## src/rtl/trc_pkg.sv

```systemverilog
package trc_pkg;
  typedef enum logic [1:0] {
    ACT_NONE  = 2'b00,
    ACT_START = 2'b01,
    ACT_STOP  = 2'b10,
    ACT_HALT  = 2'b11
  } trc_act_e;

  localparam logic [1:0] FLD_CFG = 2'd0;
  localparam logic [1:0] FLD_VAL = 2'd1;
  localparam logic [1:0] FLD_MSK = 2'd2;
endpackage

```

## src/rtl/trc_vote.sv

```systemverilog
module trc_vote #(
  parameter int          W   = 4,
  parameter logic [W-1:0] RST = '0
) (
  input  logic         clk,
  input  logic         rst_n,
  input  logic [W-1:0] d,
  output logic [W-1:0] q
);
  logic [W-1:0] q_a, q_b, q_c;

  // every copy reloads from the voted next state each cycle (scrubbing)
  always_ff @(posedge clk or negedge rst_n) begin
    if (!rst_n) begin
      q_a <= RST;
      q_b <= RST;
      q_c <= RST;
    end else begin
      q_a <= d;
      q_b <= d;
      q_c <= d;
    end
  end

  always_comb q = (q_a & q_b) | (q_a & q_c) | (q_b & q_c);
endmodule

```

## src/rtl/trc_watch.sv

```systemverilog
module trc_watch
  import trc_pkg::*;
#(
  parameter int DW = 32
) (
  input  logic          clk,
  input  logic          rst_n,
  input  logic          we_cfg,
  input  logic          we_val,
  input  logic          we_msk,
  input  logic [DW-1:0] wdata,
  input  logic          reg_valid,
  input  logic [DW-1:0] reg_data,
  input  logic          bus_valid,
  input  logic [DW-1:0] bus_addr,
  output logic          hit,
  output trc_act_e      act,
  output logic [DW-1:0] rd_cfg,
  output logic [DW-1:0] rd_val,
  output logic [DW-1:0] rd_msk
);
  logic          en_q, en_n;
  logic          src_q, src_n;
  trc_act_e      act_q, act_n;
  logic [DW-1:0] val_q, val_n;
  logic [DW-1:0] msk_q, msk_n;
  logic [DW-1:0] sample;
  logic          sample_vld;

  always_comb begin
    en_n  = en_q;
    src_n = src_q;
    act_n = act_q;
    val_n = val_q;
    msk_n = msk_q;
    if (we_cfg) begin
      en_n  = wdata[0];
      src_n = wdata[1];
      act_n = trc_act_e'(wdata[3:2]);
    end
    if (we_val) val_n = wdata;
    if (we_msk) msk_n = wdata;
  end

  always_ff @(posedge clk or negedge rst_n) begin
    if (!rst_n) begin
      en_q  <= 1'b0;
      src_q <= 1'b0;
      act_q <= ACT_NONE;
      val_q <= '0;
      msk_q <= '0;
    end else begin
      en_q  <= en_n;
      src_q <= src_n;
      act_q <= act_n;
      val_q <= val_n;
      msk_q <= msk_n;
    end
  end

  always_comb begin
    sample     = src_q ? bus_addr  : reg_data;
    sample_vld = src_q ? bus_valid : reg_valid;
    hit        = en_q & sample_vld & (((sample ^ val_q) & msk_q) == '0);
    act        = act_q;
    rd_cfg     = {{(DW-4){1'b0}}, act_q, src_q, en_q};
    rd_val     = val_q;
    rd_msk     = msk_q;
  end

  // an enabled register watchpoint with an all-zero mask fires on any register sample
  a_r7_zero_mask_hits: assert property (@(posedge clk) disable iff (!rst_n)
    (en_q && !src_q && msk_q == '0 && reg_valid) |-> hit);
  // a hit needs the selected probe to be valid
  a_r7_needs_probe: assert property (@(posedge clk) disable iff (!rst_n)
    hit |-> (reg_valid || bus_valid));
endmodule

```

## src/rtl/trc_store.sv

```systemverilog
module trc_store #(
  parameter int DEPTH = 16,
  parameter int DW    = 32,
  parameter int MW    = 18,
  localparam int PW   = (DEPTH > 1) ? $clog2(DEPTH) : 1
) (
  input  logic          clk,
  input  logic          we,
  input  logic [PW-1:0] waddr,
  input  logic [DW-1:0] wdata,
  input  logic [MW-1:0] wmeta,
  input  logic [PW-1:0] raddr,
  output logic [DW-1:0] rdata,
  output logic [MW-1:0] rmeta
);
  logic [DW-1:0] mem_d [DEPTH];
  logic [MW-1:0] mem_m [DEPTH];

  always_ff @(posedge clk) begin
    if (we) begin
      mem_d[waddr] <= wdata;
      mem_m[waddr] <= wmeta;
    end
  end

  always_comb begin
    rdata = mem_d[raddr];
    rmeta = mem_m[raddr];
  end
endmodule

```

## src/rtl/trc_monitor.sv

```systemverilog
module trc_monitor
  import trc_pkg::*;
#(
  parameter int DW    = 32,
  parameter int DEPTH = 16,
  parameter int NWP   = 2,
  parameter int TSW   = 16,
  parameter int AW    = 8
) (
  input  logic          clk,
  input  logic          rst_n,
  input  logic          reg_valid,
  input  logic [DW-1:0] reg_data,
  input  logic          bus_valid,
  input  logic [DW-1:0] bus_addr,
  input  logic          bus_write,
  input  logic          dbg_sel,
  input  logic          dbg_write,
  input  logic [AW-1:0] dbg_addr,
  input  logic [DW-1:0] dbg_wdata,
  output logic [DW-1:0] dbg_rdata,
  output logic          halt_req,
  output logic          rec_active
);
  localparam int PW = (DEPTH > 1) ? $clog2(DEPTH) : 1;
  localparam int MW = TSW + 2;
  localparam logic [PW-1:0] LAST = PW'(DEPTH - 1);

  // ---------------- debug decode ----------------
  logic       dbg_wr, dbg_rd;
  logic       ctl_wr, wp_region, ent_region;
  logic [1:0] wp_idx, wp_fld;
  logic       cmd_start, cmd_stop, cmd_hclr, cmd_pclr;

  always_comb begin
    dbg_wr     = dbg_sel & dbg_write;
    dbg_rd     = dbg_sel & ~dbg_write;
    ctl_wr     = dbg_wr & (dbg_addr == '0);
    wp_region  = (dbg_addr[AW-1:4] == (AW-4)'(1));
    ent_region = dbg_addr[AW-1];
    wp_idx     = dbg_addr[3:2];
    wp_fld     = dbg_addr[1:0];
    cmd_start  = ctl_wr & dbg_wdata[0];
    cmd_stop   = ctl_wr & dbg_wdata[1];
    cmd_hclr   = ctl_wr & dbg_wdata[2];
    cmd_pclr   = ctl_wr & dbg_wdata[3];
  end

  // ---------------- watchpoints ----------------
  logic [NWP-1:0] wp_hit;
  trc_act_e       wp_act [NWP];
  logic [DW-1:0]  wp_cfg [NWP];
  logic [DW-1:0]  wp_val [NWP];
  logic [DW-1:0]  wp_msk [NWP];

  for (genvar k = 0; k < NWP; k++) begin : g_wp
    logic sel_k;
    always_comb sel_k = dbg_wr & wp_region & (wp_idx == 2'(k));
    trc_watch #(.DW(DW)) u_watch (
      .clk       (clk),
      .rst_n     (rst_n),
      .we_cfg    (sel_k & (wp_fld == FLD_CFG)),
      .we_val    (sel_k & (wp_fld == FLD_VAL)),
      .we_msk    (sel_k & (wp_fld == FLD_MSK)),
      .wdata     (dbg_wdata),
      .reg_valid (reg_valid),
      .reg_data  (reg_data),
      .bus_valid (bus_valid),
      .bus_addr  (bus_addr),
      .hit       (wp_hit[k]),
      .act       (wp_act[k]),
      .rd_cfg    (wp_cfg[k]),
      .rd_val    (wp_val[k]),
      .rd_msk    (wp_msk[k])
    );
  end

  logic hit_start, hit_stop, hit_halt;
  always_comb begin
    hit_start = 1'b0;
    hit_stop  = 1'b0;
    hit_halt  = 1'b0;
    for (int k = 0; k < NWP; k++) begin
      if (wp_hit[k] && wp_act[k] == ACT_START) hit_start = 1'b1;
      if (wp_hit[k] && wp_act[k] == ACT_STOP)  hit_stop  = 1'b1;
      if (wp_hit[k] && wp_act[k] == ACT_HALT)  hit_halt  = 1'b1;
    end
  end

  // ---------------- voted control state ----------------
  logic          rec_q, halt_q, wrap_q;
  logic          rec_n, halt_n, wrap_n;
  logic [PW-1:0] wptr_q, wptr_n;
  logic          start_any, stop_any, cap;

  always_comb begin
    start_any = hit_start | cmd_start;
    stop_any  = hit_stop  | cmd_stop;
    rec_n     = (rec_q | start_any) & ~stop_any;
    cap       = rec_n & (reg_valid | bus_valid) & ~cmd_pclr;
    halt_n    = hit_halt ? 1'b1 : (cmd_hclr ? 1'b0 : halt_q);
    wptr_n    = wptr_q;
    wrap_n    = wrap_q;
    if (cmd_pclr) begin
      wptr_n = '0;
      wrap_n = 1'b0;
    end else if (cap) begin
      wptr_n = (wptr_q == LAST) ? '0 : wptr_q + 1'b1;
      if (wptr_q == LAST) wrap_n = 1'b1;
    end
  end

  trc_vote #(.W(3), .RST(3'b000)) u_ctl_vote (
    .clk   (clk),
    .rst_n (rst_n),
    .d     ({rec_n, halt_n, wrap_n}),
    .q     ({rec_q, halt_q, wrap_q})
  );

  trc_vote #(.W(PW), .RST('0)) u_ptr_vote (
    .clk   (clk),
    .rst_n (rst_n),
    .d     (wptr_n),
    .q     (wptr_q)
  );

  // ---------------- timestamp ----------------
  logic [TSW-1:0] ts_q, ts_n;
  always_comb ts_n = ts_q + 1'b1;
  always_ff @(posedge clk or negedge rst_n) begin
    if (!rst_n) ts_q <= '0;
    else        ts_q <= ts_n;
  end

  // ---------------- entry storage ----------------
  logic [DW-1:0] ent_data, rd_data;
  logic [MW-1:0] ent_meta, rd_meta;

  always_comb begin
    ent_data = reg_valid ? reg_data : bus_addr;
    ent_meta = {~reg_valid, ~reg_valid & bus_write, ts_q};
  end

  trc_store #(.DEPTH(DEPTH), .DW(DW), .MW(MW)) u_store (
    .clk   (clk),
    .we    (cap),
    .waddr (wptr_q),
    .wdata (ent_data),
    .wmeta (ent_meta),
    .raddr (dbg_addr[PW:1]),
    .rdata (rd_data),
    .rmeta (rd_meta)
  );

  // ---------------- debug read ----------------
  logic [DW-1:0] rd_n, rdata_q, status;

  always_comb begin
    status           = '0;
    status[PW-1:0]   = wptr_q;
    status[8]        = wrap_q;
    status[9]        = rec_q;
    status[10]       = halt_q;
    rd_n = '0;
    if (dbg_addr == '0) begin
      rd_n = status;
    end else if (wp_region) begin
      for (int k = 0; k < NWP; k++) begin
        if (wp_idx == 2'(k)) begin
          case (wp_fld)
            FLD_CFG: rd_n = wp_cfg[k];
            FLD_VAL: rd_n = wp_val[k];
            FLD_MSK: rd_n = wp_msk[k];
            default: rd_n = '0;
          endcase
        end
      end
    end else if (ent_region) begin
      rd_n = dbg_addr[0]
           ? {rd_meta[MW-1:MW-2], {(DW-MW){1'b0}}, rd_meta[TSW-1:0]}
           : rd_data;
    end
  end

  always_ff @(posedge clk or negedge rst_n) begin
    if (!rst_n)      rdata_q <= '0;
    else if (dbg_rd) rdata_q <= rd_n;
  end

  always_comb begin
    dbg_rdata  = rdata_q;
    halt_req   = halt_q;
    rec_active = rec_q;
  end

  // ---------------- assertions ----------------
  // no probe and no control write -> pointer holds
  a_r1_idle_hold: assert property (@(posedge clk) disable iff (!rst_n)
    (!reg_valid && !bus_valid && !ctl_wr) |=> $stable(wptr_q));
  // wrap flag is sticky until a pointer clear
  a_r3_wrap_sticky: assert property (@(posedge clk) disable iff (!rst_n)
    (wrap_q && !cmd_pclr) |=> wrap_q);
  // a start match without a stop turns recording on
  a_r4_start_on: assert property (@(posedge clk) disable iff (!rst_n)
    (hit_start && !stop_any) |=> rec_active);
  // any stop wins
  a_r5_stop_wins: assert property (@(posedge clk) disable iff (!rst_n)
    stop_any |=> !rec_active);
  // halt match raises the request
  a_r6_halt_set: assert property (@(posedge clk) disable iff (!rst_n)
    hit_halt |=> halt_req);
  // halt request holds until cleared through the debug port
  a_r6_halt_hold: assert property (@(posedge clk) disable iff (!rst_n)
    (halt_req && !cmd_hclr) |=> halt_req);
  // recording off and no start -> pointer holds
  a_r1_off_hold: assert property (@(posedge clk) disable iff (!rst_n)
    (!rec_active && !start_any && !ctl_wr) |=> $stable(wptr_q));
endmodule

```

## config.mk

```make
export PLATFORM = sky130hd
export DESIGN_NAME = trc_monitor
export DESIGN_NICKNAME = d
export VERILOG_FILES = /design/src/rtl/trc_pkg.sv /design/src/rtl/trc_vote.sv /design/src/rtl/trc_watch.sv /design/src/rtl/trc_store.sv /design/src/rtl/trc_monitor.sv
export SDC_FILE = /design/constraint.sdc
export NUM_CORES = 1
export LEC_CHECK = 0
export ABC_AREA = 1
export BUFFER_PORTS_ARGS = -buffer_cell sky130_fd_sc_hd__buf_4
export CAP_MARGIN = 20
export CELL_PAD_IN_SITES_DETAIL_PLACEMENT = 0
export CELL_PAD_IN_SITES_GLOBAL_PLACEMENT = 1
export CORE_ASPECT_RATIO = 0.9
export CORE_MARGIN = 4
export CORE_UTILIZATION = 40
export DETAILED_ROUTE_END_ITERATION = 10
export PLACE_DENSITY = 0.68
export REMOVE_ABC_BUFFERS = 1
export SLEW_MARGIN = 10
export SYNTH_ARGS = -nofsm -noshare
export SYNTH_HDL_FRONTEND = slang
export SYNTH_SLANG_ARGS = --single-unit
export TNS_END_PERCENT = 20
```

## constraint.sdc

```tcl
create_clock -name clk -period 5.92 [get_ports clk]
set_input_delay 1.776 -clock clk [delete_from_list [all_inputs] [get_ports clk]]
set_output_delay 1.776 -clock clk [all_outputs]
set_load 0.1 [all_outputs]
```

After elaboration in Yosys (flattened, before gate mapping)
Memory sizes are Yosys's and may differ from the RTL's.
Index checks and enable logic that the tools add are counted.
Cells by class
  reductions and logical operators: 11
  equality and inequality tests: 11
  bitwise logic cells: 42
  $add $sub $neg: 2
  muxes and demuxes: 29
Operators with widths (number)
  32-bit two-way mux: 9
  32-bit one-hot mux with 3 select lines: 2
  32-bit bitwise AND: 2
  32-bit logical NOT: 2
  32-bit bitwise XOR: 2
  1-bit bitwise AND: 24
  16-bit by 1-bit adder with 16-bit output (second input constant): 1
  1-bit two-way mux: 15
  4-bit two-way mux: 3
  2-bit equality test (second input constant): 5
  2-bit by 1-bit equality test with 1-bit output (second input constant): 4
  8-bit logical NOT: 1
  4-bit bitwise OR: 2
  1-bit logical AND: 6
  3-bit bitwise OR: 2
  4-bit by 1-bit adder with 4-bit output (second input constant): 1
  4-bit bitwise AND: 1
  4-bit by 1-bit equality test with 1-bit output (second input constant): 1
  4-bit equality test (second input constant): 1
  2-bit logical NOT: 2
  1-bit inverter: 4
  1-bit bitwise OR: 4
  3-bit bitwise AND: 1
Storage, ports and cells
  register bits: 191
  output and inout port bits: 34
  word-level logic and storage cells: 111
  bits in writable memories: 800
  memories: 2
Memory list
  u_store.mem_d: words 16, bits a word 32, rd ports 1, clocked after memory_dff 0, wr ports 1, line trc_store.sv:16  | logic [DW-1:0] mem_d [DEPTH];
  u_store.mem_m: words 16, bits a word 18, rd ports 1, clocked after memory_dff 0, wr ports 1, line trc_store.sv:17  | logic [MW-1:0] mem_m [DEPTH];

Longest topological paths before layout
Gate-level depths: netlist of run 1.
  depth after elaboration: 15
  mapped depth: 18
  mapped depth without buffers: 16

Modules after synthesis
Synthesis of run 1 repeated with hierarchy kept, for this count alone.
Second synthesis, totals
  cell total of the unflattened synthesis: 5074
  area, all modules: 47185.3 µm²
By module, submodules not included
  trc_store: area each 34528.1 µm², cells each 3248, instances 1
  trc_watch: area each 3853.7 µm², cells each 488, instances 2
  trc_monitor: area each 4774.6 µm², cells each 843, instances 1
  trc_vote at u_ptr_vote: area each 100.1 µm², cells each 4, instances 1
  trc_vote at u_ctl_vote: area each 75.1 µm², cells each 3, instances 1

Least setup slack after synthesis of run 1
Ideal clock, no wire load.
  kind: input -> register
  start point: input port dbg_addr[1]
  end point: memory u_store.mem_d[1][0] (enable)
  arrival: 5208 ps
  data required time: 5462 ps
  stages on the path: 12
  path slack: 254 ps
  cell sequence: buf_2 > nor2_2 > nand3_1 > nor2_1 > nand2_1 > nand2_1 > inv_1 > nand2_1 > nor2_1 > nor2_4 > nand3_4 > nor2_1
On the way
  longest elaborated chain between the ends: 10
RTL lines
  start: declaration: line trc_monitor.sv:19  | input logic [AW-1:0] dbg_addr,
  8-bit logical NOT *: line trc_monitor.sv:38  | ctl_wr = dbg_wr & (dbg_addr == '0);
  1-bit bitwise AND *: line trc_monitor.sv:38
  1-bit bitwise AND, on equally long branches: line trc_monitor.sv:43, trc_monitor.sv:44
  1-bit bitwise OR, on equally long branches: line trc_monitor.sv:97, trc_monitor.sv:98
  1-bit bitwise OR / 1-bit inverter (equally long branches): line trc_monitor.sv:99  | rec_n = (rec_q | start_any) & ~stop_any;
  1-bit bitwise AND *: line trc_monitor.sv:99
  via rec_n: line trc_monitor.sv:92  | logic rec_n, halt_n, wrap_n;
  1-bit bitwise AND * (2 in a row): line trc_monitor.sv:100  | cap = rec_n & (reg_valid | bus_valid) & ~cmd_pclr;
  1-bit two-way mux *: line trc_store.sv:20  | if (we) begin
  1-bit two-way mux (implied by the code) *: line trc_store.sv:21  | mem_d[waddr] <= wdata;
  end: declaration: line trc_store.sv:16
The timed path passes the listed nets; every way through them passes the cells marked *.

Worst setup path in the final report of run 1
  start point: input port dbg_addr[7]
  end point: memory u_store.mem_m[11][10] (enable)
On the way
  longest elaborated chain between the ends: 10
RTL lines
  8-bit logical NOT *: line trc_monitor.sv:38
  1-bit bitwise AND *: line trc_monitor.sv:38
  1-bit bitwise AND, on equally long branches: line trc_monitor.sv:43, trc_monitor.sv:44
  1-bit bitwise OR, on equally long branches: line trc_monitor.sv:97, trc_monitor.sv:98
  1-bit bitwise OR / 1-bit inverter (equally long branches): line trc_monitor.sv:99
  1-bit bitwise AND *: line trc_monitor.sv:99
  via rec_n: line trc_monitor.sv:92
  1-bit bitwise AND * (2 in a row): line trc_monitor.sv:100
  1-bit two-way mux *: line trc_store.sv:20
  1-bit two-way mux (implied by the code) *: line trc_store.sv:22  | mem_m[waddr] <= wmeta;
  end: declaration: line trc_store.sv:17
Marked as above.

==> results of run 1 <==
## state kept, by name, indices dropped and copies added, names as in the netlist
signal	count
dbg_rdata	32
g_wp.u_watch.act	4
g_wp.u_watch.en_q	2
g_wp.u_watch.rd_msk	64
g_wp.u_watch.rd_val	64
g_wp.u_watch.src_q	2
ts_q	16
u_ctl_vote.q_a	3
u_ptr_vote.q_a	4
u_store.mem_d	512
u_store.mem_m	288
## cells in the final DEF (no fill, tap or decap), types with 4 or more instances in the layout
| master | netlist | layout |
|---|---|---|
| clkbuf_8 | 0 | 14 |
| nand4_1 | 17 | 17 |
| ha_1 | 5 | 5 |
| clkbuf_1 | 175 | 21 |
| nand3_1 | 186 | 186 |
| xor2_1 | 10 | 10 |
| dfrtp_1 | 191 | 189 |
| buf_4 | 5 | 217 |
| xnor2_1 | 4 | 4 |
| o221ai_1 | 7 | 7 |
| o211ai_1 | 16 | 16 |
| nand2_1 | 790 | 786 |
| nor2_1 | 615 | 606 |
| o2111ai_1 | 46 | 46 |
| edfxtp_1 | 800 | 800 |
| a221o_1 | 21 | 21 |
| a21oi_1 | 71 | 71 |
| inv_2 | 5 | 8 |
| clkbuf_16 | 0 | 106 |
| clkinv_1 | 4 | 20 |
| a221oi_1 | 4 | 4 |
| bufinv_16 | 0 | 7 |
| inv_1 | 149 | 145 |
| o311ai_0 | 17 | 17 |
| nor3_1 | 7 | 7 |
| a22o_1 | 6 | 6 |
| o21ai_0 | 626 | 626 |
| nor2_4 | 1 | 20 |
| nand2_2 | 0 | 4 |
| buf_12 | 0 | 16 |
| clkinv_2 | 0 | 23 |
| o31ai_1 | 13 | 13 |
| o22ai_1 | 99 | 99 |
## stage by stage
step / utilization / instance area [um2] / setup slack, ns / hold slack (ns)
after floorplan: - / 41390 / -6.139 / 0.4507
after global placement: 0.4332 / 45220 / 0.6564 / 0.4665
after detailed placement: 0.4332 / 45220 / 0.6351 / 0.4712
after CTS: 0.4661 / 48660 / 1.361 / 0.4883
after global routing: 0.4662 / 48670 / 1.064 / 0.5104
final: 0.4662 / 48670 / 1.252 / 0.4787
## routing by layer
metal | track usage | vias to the layer above
met5 | 0 | -
met4 | 0.05696 | 2
met3 | 0.04664 | 155
met2 | 0.3996 | 1376
met1 | 0.3842 | 15760
li1 | - | 14224
## cells by family after synthesis
| kind of cell | after synthesis | share of synthesized area |
|---|---|---|
| flip-flops | 991 | 0.6800 |
| adder cells (fa/ha/maj) | 5 | 0.001477 |
| AND/OR/NAND/NOR | 1633 | 0.1532 |
| XOR/XNOR | 14 | 0.002895 |
| buffers and inverters | 393 | 0.03678 |
| AO/OA/AOI/OAI | 937 | 0.1256 |
## worst min path at each step
stage / from / to / slack (ns) / cells after the start
2_1_floorplan: u_ctl_vote.q_a[0] / u_ctl_vote.q_a[0] / 0.45 / 2
3_3_place_gp: dbg_rdata[2] / dbg_rdata[2] / 0.47 / 2
3_5_place_dp: dbg_rdata[16] / dbg_rdata[16] / 0.47 / 2
4_1_cts: dbg_rdata[16] / dbg_rdata[16] / 0.49 / 2
5_1_grt: dbg_rdata[25] / dbg_rdata[25] / 0.51 / 2
6_report: dbg_rdata[16] / dbg_rdata[16] / 0.48 / 2
## worst register-to-register path: stages, from the launching register on
cell     delay (ns)
dfrtp_2        0.61
inv_2          0.12
buf_4          0.25
buf_4          0.41
nand2_1        0.14
nand2_1        0.08
nand2_1        0.05
nand3_1        0.26
nand2_1        0.12
inv_1          0.06
nand2_1        0.05
nor2_1         0.25
nand4_1        0.15
nand2_1        0.11
nor2_1         0.07
nor2_4         0.21
nand3_4        0.15
buf_4          0.28
nor2_4         0.67
buf_12         0.28
## where the power goes
group	switching, mW	total (mW)	internal (mW)
logic	1.73	2.22	0.488
registers	0.202	8.55	8.35
clock network	2.77	6.55	3.78
## layout make-up
cell class / instances / area share
Clock buffer: 141 / 0.06008
Clock inverter: 54 / 0.01067
Inverter: 158 / 0.01242
Multi-Input combinational cell: 2589 / 0.2492
Sequential cell: 991 / 0.5918
Tap cell: 1368 / 0.03517
Timing Repair Buffer: 235 / 0.04067
==> metrics.md, run 1 <==
| Metric | Value |
|---|---|
| Diode count | `0` |
| Finished Layout Cells | `5536` |
| Post-DR wirelength/cell | `26.27 um` |
| Num rows | `112` |
| Die width | `351 um` |
| Critical-path top delay cell | `nor2_4` |
| Setup-failing EPs final | `0` |
| Seq/Total Area, Yosys | `0.6800` |
| Die H | `316.7 um` |
| Slew margin rel. | `0.2765` |
| Placed Cells | `5340` |
| # hold bufs at CTS | `0` |
| Clock Sinks | `991` |
| Detailed-routed wire length on met3 | `12360 um` |
| Footprint of the multi-input gates | `12130 um2` |
| Register area | `28810 um2` |
| Final wirelength | `145400 um` |
| Max Cap Viol | `0` |
| Top Layer Used | `met5` |
| Critical path buffers and inverters | `5` |
| Routed via count | `31517` |
| WP data required | `6.28 ns` |
| First-pass GRT wire length | `210100 um` |
| Worst-Skew Late Latency | `0.69 ns` |
| CP Cell Sequence | `buf_4, nor2_1, inv_1, nor3_1, nand3_1, nor2_1, nand2_1, nand2_1, inv_1, nand2_1, nor2_1, nor2_4, nand3_4, buf_4, nor2_4, buf_12` |
| IO Count | `145` |
| Congestion Overflow GR | `0` |
| Critical Path AT | `5.03 ns` |
| Antenna violations before repair | `3` |
| Number of remaining DRC errors | `0` |
| Yosys top cell area share | `0.5672` |
| Share of layout cells above drive strength 1 | `0.1044` |
| Routed Antenna Nets | `0` |
| Crit Path Class | `in2reg` |
| Post-synth EDFFs | `800` |
| Pin count of the biggest net entering global routing | `157` |
| Reg clk slew, reported paths | `0.06 ns` |
| Main synth FF type | `edfxtp_1` |
| Metal-1 WL | `64660 um` |
| Pins Over Slew Limit | `0` |
| First-pass DRT Iterations | `5` |
| Pleak | `18.08 nW` |
| Worst Path Max Fanout | `21` |
| Area Growth Syn to Fin | `14.92%` |
| Total power | `17.31 mW` |
| Final #Nets | `4195` |
| Placer Congestion | `0.9058` |
| H-tree levels | `3` |
| Critical Path Source | `dbg_addr[7]` |
| Core ar. | `104400 um2` |
| Routed wl met2 | `65560 um` |
| Total CTS buffers | `104` |
| HPWL after DPL | `90710 um` |
| Setup TNS | `0 ns` |
| Die ar. | `111200 um2` |
| Worst min path class | `reg2reg` |
| Worst Setup Start Kind | `primary input` |
| Seq cells post-synth | `991` |
| Clock Tree Root | `clkbuf_16` |
| Gr usage total | `0.2589` |
| Initial core utilization | `0.4057` |
| # port buffers | `144` |
| 1st-iter DRT viols | `3885` |
| Synth warn | `0` |
| Most common cell in the netlist | `edfxtp_1` |
| Worst Skew | `0.04504 ns` |
| Fin crit period | `4.668 ns` |
| Max Fclk | `214.2 MHz` |
| Worst R2R Setup Slack | `1.28 ns` |
| Critical path depth in cells | `16` |
| Vias in the first global route | `29550` |
| Cell Pwr Density | `355.6 nW/um2` |
| # fillers | `9637` |
| Worst R2R Path Depth | `19` |
| R2R Path Start | `g_wp[1].u_watch.src_q` |
| CP top delay family | `simple AND/OR/NAND/NOR gates` |
| Cts repair resizes | `0` |
| Count of cell types in the netlist | `43` |
| Clock buffer depth | `3` |
| Top cells by count, synth | `800 x edfxtp_1, 790 x nand2_1, 626 x o21ai_0` |
| Crit-path max cell delay | `0.66 ns` |
| Final worst path period share | `0.7885` |
| Final hold vios | `0` |
| Largest area contributor in the netlist | `edfxtp_1` |
| RSZ-0062 raised after global routing | `no` |
| CTS tree | `yes` |
| Measured slew at the worst slew-check pin | `1.084 ns` |
| Syn_area_per_cell | `10.66 um2` |
| Mapped cell area | `42350 um2` |
| DR vias/cell | `5.693` |
| # Post-CTS Setup Buffers | `0` |
| Synth top area cells | `edfxtp_1 57%, dfrtp_1 11%, o21ai_0 7.4%` |
| Peak VDD IR | `0.0002334 V` |
| Outcome | `complete, no violations` |
| Crit end category | `flop` |
| Mapped Cells | `3973` |
| End point of the critical path | `u_store.mem_m[11][10]` |
| Ys async rst share | `0.1927` |
| R2r endpoint | `u_store.mem_m[11][10]` |
(Power assumes the default switching activity.)
==> inputs of run 2 (changes only) <==
Settings changed: ABC_AREA 1 to 0, PLACE_DENSITY 0.68 to 0.64.
Clock period 5.92 ns to 4.6 ns, I/O delays scaled along.
==> metrics.md, run 2 <==
| Metric | Value |
|---|---|
| WP data required | `4.97 ns (-1.31 ns)` |
| Post-synth EDFFs | `800 (unchanged)` |
| Largest area contributor in the netlist | `edfxtp_1` |
| Mapped Cells | `2421 (-39%)` |
| Crit end category | `flop` |
| Slew margin rel. | `0.3530 (+0.07651)` |
| Top reg by flops | `u_store.mem_d` |
| Total CTS buffers | `102 (-1.9%)` |
| Ys async rst share | `0.1927 (unchanged)` |
| Antenna violations before repair | `1 (-2)` |
| Placer Congestion | `0.8568 (-5.4%)` |
| Top cells by count, synth | `800 x edfxtp_1, 245 x mux2i_1, 199 x mux2_2` |
| Gr usage total | `0.2330 (-0.02587)` |
| # Post-CTS Setup Buffers | `0 (unchanged)` |
| Mux share of post-synthesis cell area | `0.1689 (+0.1689)` |
| Yosys top cell area share | `0.5841 (+0.01687)` |
| Max Fclk | `226.5 MHz` |
| Pin count of the biggest net entering global routing | `107 (-32%)` |
| Clock network power share | `0.381 (+0.003)` |
| Main synth FF type | `edfxtp_1` |
| Fin crit period | `4.416 ns` |
| # hold bufs at CTS | `0 (unchanged)` |
| Synth warn | `0 (unchanged)` |
| First-pass GRT wire length | `181600 um (-14%)` |
| Measured slew at the worst slew-check pin | `0.9704 ns (-0.1132 ns)` |
| Final wirelength | `128000 um (-12%)` |
| Most frequent cells in the layout | `800 x edfxtp_1, 267 x buf_4, 245 x mux2i_1, 199 x mux2_2, 189 x dfrtp_1` |
| Number of remaining DRC errors | `0 (unchanged)` |
| CTS tree | `yes` |
| Cts repair resizes | `0 (unchanged)` |
| Largest family of logic cells by synthesized area | `multiplexers` |
| Clock buffer depth | `3 (unchanged)` |
| Final hold vios | `0 (unchanged)` |
| Die ar. | `108000 um2 (-2.8%)` |
| Hold Slack | `0.4791 ns (+0.0003890 ns)` |
| DR vias/cell | `5.853 (+2.8%)` |
| Die width | `346.0 um (-1.4%)` |
| Routed Antenna Nets | `0 (unchanged)` |
| R2R Path Start | `g_wp[0].u_watch.src_q` |
| Share of layout cells above drive strength 1 | `0.2962 (+0.1918)` |
| Seq cells post-synth | `991 (unchanged)` |
| Worst Setup Start Kind | `primary input` |
| Reg clk slew, reported paths | `0.06 ns (about the same)` |
| Area Growth Syn to Fin | `19.41%` |
| Sw Share | `0.2543 (-0.01711)` |
| Critical Path AT | `4.78 ns (-0.25 ns)` |
| Synth top area cells | `edfxtp_1 58%, dfrtp_1 12%, mux2i_1 6.0%` |
| RSZ-0062 raised after global routing | `no` |
| Peak VDD IR | `0.0003239 V (+39%)` |
| Cell internal pwr | `16.93 mW (+34%)` |
| Worst min path class | `reg2reg` |
| Pleak | `17.45 nW (-3.4%)` |
| Die H | `312.2 um (-1.4%)` |
| Count of cell types in the netlist | `50 (+16%)` |
| Crit Path Class | `in2reg` |
| 1st-iter DRT viols | `2891 (-26%)` |
| Num rows | `111 (-0.89%)` |
| Net Switching | `5.774 mW (+23%)` |
| HPWL after DPL | `88860 um (-2.0%)` |
| Adder-cell share of the synthesized area | `0.001521 (+0.00004394)` |
| Clock Tree Root | `clkbuf_16` |
| Post-synthesis simple-gate area fraction | `0.02187 (-0.1313)` |
| Logic gate share of total power | `0.134 (+0.006)` |
| Post-synthesis compound-gate area fraction | `0.07699 (-0.04865)` |
| Setup-failing EPs final | `0 (unchanged)` |
| Commonest non-fill, non-tap cell in the layout | `edfxtp_1` |
| Reg power frac | `0.484 (-0.010)` |
| Critical Path Source | `bus_addr[31]` |
| Top flop regs | `u_store.mem_d (512), u_store.mem_m (288)` |
| Worst Path Max Fanout | `20 (-4.8%)` |
| Syn_area_per_cell | `16.99 um2 (+59%)` |
| Clock Sinks | `991 (unchanged)` |
| H-tree levels | `3 (unchanged)` |
| Mapped cell area | `41130 um2 (-2.9%)` |
| Post-Synth XOR/XNOR Area | `0.01512 (+0.01222)` |
| IO Count | `145 (unchanged)` |
| Worst-Skew Late Latency | `0.68 ns (about the same)` |
| HP Start | `dbg_rdata[8]` |
| Cell Pwr Density | `462.2 nW/um2 (+30%)` |
| Vias in the first global route | `24236 (-18%)` |
| Worst Slack Setup Final | `0.1844 ns (-1.068 ns)` |
| Final worst path period share | `0.9599` |
| Initial core utilization | `0.4035 (-0.002214)` |
| Worst Skew | `0.04377 ns (-0.001266 ns)` |
| Seq/Total Area, Yosys | `0.7003 (+0.02023)` |
| Pins Over Slew Limit | `0 (unchanged)` |
| Most common cell in the netlist | `edfxtp_1` |
| Routed via count | `24265 (-23%)` |
| Outcome | `complete, no violations` |
| Max Cap Viol | `0 (unchanged)` |
| Max reg flops | `512 (unchanged)` |
| Final #Nets | `2817 (-33%)` |
| # port buffers | `144 (unchanged)` |
| Post-DR wirelength/cell | `30.87 um (+17%)` |
| Congestion Overflow GR | `0 (unchanged)` |
| Pre-CTS setup slack | `-0.5266 ns (-1.162 ns)` |
| Core ar. | `101900 um2 (-2.4%)` |
| First-pass DRT Iterations | `5 (unchanged)` |
-- run 2: path summary, 6_finish.rpt --
check,end,slack [ns],cells past startpoint
min reg2reg,dbg_rdata[8],0.48,2
max,u_store.mem_m[7][8],0.18,15
min in group asynchronous,dbg_rdata[13],0.65,1
max reg2reg,u_store.mem_m[7][8],0.22,15
min,dbg_rdata[8],0.48,2
max in group asynchronous,g_wp[0].u_watch.rd_msk[0],3.03,2
-- run 2: worst max-delay path, stage by stage --
cell and delay [ns]:
buf_4 0.12, mux2i_1 0.17, xnor2_1 0.09, a22oi_1 0.77, nand4_1 0.25, buf_4 0.20
nor3_1 0.22, buf_4 0.17, nand4_1 0.17, a31oi_4 0.23, a21oi_2 0.07, nor3_4 0.23
buf_12 0.17, and3_4 0.30, buf_12 0.20
-- run 2: layout make-up --
type	count	area, um2
flip-flops and latches	991	28810
repair buffers	326	3176
well taps	1356	1697
clock inverters	58	729.5
diodes	1	2.502
inverters	10	37.54
fillers	8597	52820
multi-input cells	1270	11850
clock buffers	134	2816
-- run 2: routing by layer --
layer  vias to the layer above  wire (um)  track usage
met4                         0       2217      0.04395
li1                      10314          -            -
met5                         -          0            0
met2                      1038      55720       0.3391
met3                       152      11620      0.06096
met1                     12761      58430       0.3555
-- run 2: through the flow --
stage                       util  setup TNS, ns  area [um2]  total power, mW  instances
after detailed placement  0.4470        -374.54       45570            14.22       3953
after global placement    0.4470        -371.27       45570            14.13       3953
final                     0.4818              0       49120            22.70       4146
after global routing      0.4818              0       49110            23.48       4145
after CTS                 0.4818              0       49110            22.87       4145
after floorplan                -       -1679.88       40540            12.59       2271
-- run 2: cell families (layout without fill, tap and decap cells) --
| group | Yosys count | count (layout) |
|---|---|---|
| compound gates | 481 | 481 |
| xor+xnor | 71 | 71 |
| fa+ha+maj | 5 | 5 |
| buf+inv | 160 | 528 |
| flops | 991 | 991 |
| mux | 544 | 544 |
| other cells | 0 | 1 |
| simple gates | 169 | 169 |
-- run 2: power groups by stage --
stage               combinational (mW)  sequential [mW]  clock [mW]
finish                            3.05             11.0        8.66
global route                      3.22             11.0        9.22
CTS                               3.06             11.0        8.82
detailed placement                3.05             11.2           0
global placement                  3.00             11.1           0
floorplan                         1.19             11.4           0
